`src/rtl/lfsr_ks_pkg.sv`:
```
package lfsr_ks_pkg;
  localparam int unsigned KS_LANES  = 8;
  localparam int unsigned KS_LANE_W = 20;

  function automatic logic fold_xor(input logic [KS_LANE_W-1:0] v);
    return ^v;
  endfunction
endpackage

```
`src/rtl/ks_lane.sv`:
```
module ks_lane #(
  parameter int unsigned W = 20
) (
  input  logic         clk,
  input  logic         rst,
  input  logic         load,
  input  logic         adv,
  input  logic [W-1:0] seed,
  input  logic [W-1:0] tap,
  output logic         msb
);
  logic [W-1:0] state_q;
  logic [W-1:0] tap_q;
  logic         fb;

  assign fb  = ^(state_q & tap_q);
  assign msb = state_q[W-1];

  always_ff @(posedge clk) begin
    if (rst) begin
      state_q <= '0;
      tap_q   <= '0;
    end else if (load) begin
      state_q <= seed;
      tap_q   <= tap;
    end else if (adv) begin
      state_q <= {state_q[W-2:0], fb};
    end
  end


  seed_capture_chk: assert property (@(posedge clk) disable iff (rst)
    load |=> (state_q == $past(seed)) && (tap_q == $past(tap)));


  shift_left_chk: assert property (@(posedge clk) disable iff (rst)
    (adv && !load) |=> state_q[W-1:1] == $past(state_q[W-2:0]));


  zero_tap_chk: assert property (@(posedge clk) disable iff (rst)
    (adv && !load && tap_q == '0) |=> state_q[0] == 1'b0);


  hold_idle_chk: assert property (@(posedge clk) disable iff (rst)
    (!adv && !load) |=> $stable(state_q) && $stable(tap_q));
endmodule

```
`src/rtl/lfsr_byte_ks.sv`:
```
module lfsr_byte_ks
  import lfsr_ks_pkg::*;
#(
  parameter int unsigned LANES  = KS_LANES,
  parameter int unsigned LANE_W = KS_LANE_W
) (
  input  logic                    clk,
  input  logic                    rst,
  input  logic                    load,
  input  logic [LANES*LANE_W-1:0] iv,
  input  logic [LANES*LANE_W-1:0] taps,
  input  logic                    step,
  output logic [LANES-1:0]        ks_byte,
  output logic                    ks_valid
);
  localparam int unsigned VEC_W = LANES * LANE_W;

  logic             adv;
  logic [LANES-1:0] lane_bits;
  logic [LANES-1:0] byte_q;
  logic             valid_q;

  assign adv = step & ~load;

  for (genvar k = 0; k < LANES; k++) begin : g_lane
    ks_lane #(.W(LANE_W)) u_lane (
      .clk  (clk),
      .rst  (rst),
      .load (load),
      .adv  (adv),
      .seed (iv[VEC_W-1-k*LANE_W -: LANE_W]),
      .tap  (taps[VEC_W-1-k*LANE_W -: LANE_W]),
      .msb  (lane_bits[k])
    );
  end

  always_ff @(posedge clk) begin
    if (rst) begin
      byte_q  <= '0;
      valid_q <= 1'b0;
    end else begin
      valid_q <= adv;
      if (adv) byte_q <= lane_bits;
    end
  end

  assign ks_byte  = byte_q;
  assign ks_valid = valid_q;


  valid_source_chk: assert property (@(posedge clk) disable iff (rst)
    ks_valid |-> $past(step) && !$past(load));


  load_blocks_chk: assert property (@(posedge clk) disable iff (rst)
    load |=> !ks_valid);


  idle_novalid_chk: assert property (@(posedge clk) disable iff (rst)
    !step |=> !ks_valid);
endmodule

```
`config.mk`:
```
export PLATFORM = sky130hd
export DESIGN_NAME = lfsr_byte_ks
export DESIGN_NICKNAME = d
export VERILOG_FILES = /design/src/rtl/lfsr_ks_pkg.sv /design/src/rtl/ks_lane.sv /design/src/rtl/lfsr_byte_ks.sv
export SDC_FILE = /design/constraint.sdc
export NUM_CORES = 1
export LEC_CHECK = 0
export CAP_MARGIN = 20
export CELL_PAD_IN_SITES_DETAIL_PLACEMENT = 0
export CELL_PAD_IN_SITES_GLOBAL_PLACEMENT = 1
export CORE_MARGIN = 1
export CORE_UTILIZATION = 38
export DETAILED_ROUTE_END_ITERATION = 16
export HOLD_SLACK_MARGIN = 0.02
export PLACE_DENSITY = 0.83
export SLEW_MARGIN = 10
export SYNTH_ARGS = -nofsm -noshare
export SYNTH_HDL_FRONTEND = slang
export SYNTH_SLANG_ARGS = --single-unit
```
`constraint.sdc`:
```
create_clock -name clk -period 1.59 [get_ports clk]
set_input_delay 0.318 -clock clk [delete_from_list [all_inputs] [get_ports clk]]
set_output_delay 0.318 -clock clk [all_outputs]
set_load 0.01 [all_outputs]
```
==> results.txt <==
Synth async-reset ratio -> 0%
Buffers & Inverters on Critical Path -> 0
multi-input logic area -> 8249 um2
fin. max-slew vios -> 0
synth warn -> 0
final WL -> 41670 um
clk_lat worst skew -> 0.53 ns
Die X -> 201.5 um
Final Hold Vio Count -> 0
pin count of the biggest net entering global routing -> 58
Vias per Instance -> 4.751
Final Skew -> 0.007465 ns
Post-DP HPWL -> 30650 um
WL met1 -> 19150 um
final core occ -> 54.20%
Cells after Synth -> 1725
Worst EP required -> 2.00 ns
Slew @ Worst Pin -> 0.3813 ns
non-filler cells, final -> 2618
grt ovf -> 0
Worst VDD drop -> 691.4 uV
Setup CP Type -> register to register
Avg Inst Size Synth -> 8.769 um2
Unique masters post-synth -> 19
vias in the first global route -> 12320
synthesized area -> 15130 um2
fillers -> 3544
Crit. End Element -> register
Net count, final -> 2399
synth-to-layout area growth -> 39.45%
# H-tree levels -> 2
PwrDens -> 972.3 nW/um2
layout cell share with drive strength beyond 1 -> 13.54%
port bufs -> 332
Critical-path top delay cell -> xnor3_1
I/O pins -> 333
placer's final routability congestion estimate -> 0.8133
cell family with most CP delay -> XOR/XNOR gates
Hold WS -> 0.2310 ns
Die Ht -> 201.5 um
slew margin rel. -> 74.58%
Sink Count -> 329
Reg clk slew, reported paths -> 0.06 ns
Vias -> 12440
worst slack, placed -> 0.02779 ns
Synth Register Bits -> 329
Final WS setup -> -0.003018 ns
core box area -> 38920 um2
Max Cap Viol -> 0
crit-path max FO -> 3
met2 WL -> 19560 um
die area -> 40610 um2
Initial Util -> 38.87%
RSZ-0062 raised after global routing -> yes
ys flop type -> dfxtp_1
DR pass1 iterations -> 5
failing checks -> setup timing
CTS tree -> done
first-pass GRT wire length -> 65290 um
Site Rows -> 72
Setup violations, final -> 1
Antenna Nets Post-Route -> 0
FF-to-FF Start -> g_lane[1].u_lane.state_q[6]$_SDFFE_PP0P_
delay of the slowest cell on the worst path -> 0.43 ns
commonest non-fill, non-tap cell in the layout -> nor2_1
RR Endpoint -> g_lane[1].u_lane.state_q[0]$_SDFFE_PP0P_
post-route setup TNS -> -0.003018 ns
most frequent CP cell -> xnor2_1
WL per Instance -> 15.92 um
number of synthesized flops with an enable pin -> 0
TritonCTS Buffers -> 37
Hold WC Path Type -> input port to register
CP startpoint -> g_lane[1].u_lane.state_q[6]$_SDFFE_PP0P_
most frequent cells in the layout -> nor2_1 (464), clkdlybuf4s50_1 (320), mux2i_1 (312)
Tot GR Track Use -> 20.20%
number of cells on the critical path -> 6
post-synthesis net count -> 2049
r2r worst-path depth -> 6
max layer used -> met4
Cell Count Post-Placement -> 2543
Root Driver -> clkbuf_16
1st-iter DRT viols -> 504
CP startpoint kind -> register
initial antenna violation count -> 4
fraction of the cycle the final worst path needs -> 100.2%
CP arrival -> 2.00 ns
status -> finished with violations
crit path capture -> g_lane[1].u_lane.state_q[0]$_SDFFE_PP0P_
Reg area -> 6673 um2
critical-path cell list -> nand2_2 > xnor2_2 > xnor2_1 > xnor3_1 > xnor2_1 > o22ai_1
leakage -> 8.848 nW
Seq/Total Area, Yosys -> 43.54%
Max Buffers Root-to-Sink -> 3
Tmin final -> 1.593 ns
R2R setup slack -> -0.003 ns
fmax -> 0.6277 GHz
routed length on met3 -> 1961 um
DRC Markers -> 0
[metal layers]
metal  vias to the layer above  track usage, %
met4                         0           6.926
li1                       6377               -
met5                         -               0
met2                       297           33.45
met1                      5712           26.42
met3                        51           3.515
[how the worst min path moves through the flow]
stage	from	endpoint	cells past startpoint	slack, ns
floorplan	g_lane[0].u_lane.state_q[19]$_SDFFE_PP0P_	ks_byte[0]$_SDFFE_PP0P_	2	0.44
global placement	ks_byte[4]$_SDFFE_PP0P_	ks_byte[4]$_SDFFE_PP0P_	2	0.44
detailed placement	ks_byte[3]$_SDFFE_PP0P_	ks_byte[3]$_SDFFE_PP0P_	2	0.45
CTS	load	g_lane[7].u_lane.state_q[3]$_SDFFE_PP0P_	3	0.21
global route	load	g_lane[4].u_lane.tap_q[5]$_SDFFE_PP0P_	3	0.24
finish	load	g_lane[4].u_lane.tap_q[5]$_SDFFE_PP0P_	3	0.23
[report_power, final]
part           switching, mW  internal (mW)  total [mW]
Combinational           1.30           1.80        3.10
Sequential             0.343           8.76        9.10
Clock                   3.38           4.93        8.31
Total                   5.02           15.5        20.5
[cells by family after synthesis]
family / Yosys count / share of synthesized area [%]
and+or+nand+nor: 651 / 16.52
xor gates and xnor gates: 144 / 10.11
muxes: 312 / 20.65
buffers and inverters: 113 / 3.292
DFF: 329 / 43.54
AOI/OAI and AO/OA: 176 / 5.890
[per-stage QoR]
stage	instance area (um2)	total power, mW
floorplan	15130	10.83
global placement	19540	12.27
detailed placement	19540	12.31
finish	21090	20.51
global route	21090	21.37
CTS	20720	20.70
[timing repair]
item	CTS	global route
pin swaps	0	46
hold buffers	1	0
setup buffers	0	10
resized for setup	9	112
setup endpoints to repair	9	8
endpoints found under the hold margin	1	0
[final cells by class]
type                    count  share of cell area [%]
clock inverters             8                  0.3678
diodes                      3                 0.03559
repair buffers            423                   20.57
flip-flops and latches    329                   31.63
inverters                   1                 0.01780
multi-input cells        1283                   39.11
clock buffers              53                   5.196
well taps                 518                   3.073
[tightest hold or removal path, delay by kind of cell]
kind	cells	cell delay, ns
buf+inv	1	0.19
simple gates	1	0.07
mux	1	0.15
[Yosys cell counts (4+ instances only)]
library cell	number	share of area [%]
a21oi_1	168	5.6
buf_1	5	0.12
buf_2	47	1.6
buf_4	4	0.20
clkbuf_1	56	1.4
dfxtp_1	329	44
mux2i_1	312	21
nand2_1	169	4.2
nand2_2	7	0.29
nor2_1	464	12
nor3b_1	8	0.40
o22ai_1	8	0.33
xnor2_1	75	4.3
xnor2_2	21	2.3
xnor3_1	8	1.2
xor2_1	40	2.3
[state kept, by name, indices dropped and copies added (netlist names)]
register	cells
ks_valid	1
g_lane.u_lane.tap_q	160
ks_byte	8
g_lane.u_lane.state_q	160
Power figures use the tool's default switching activity.
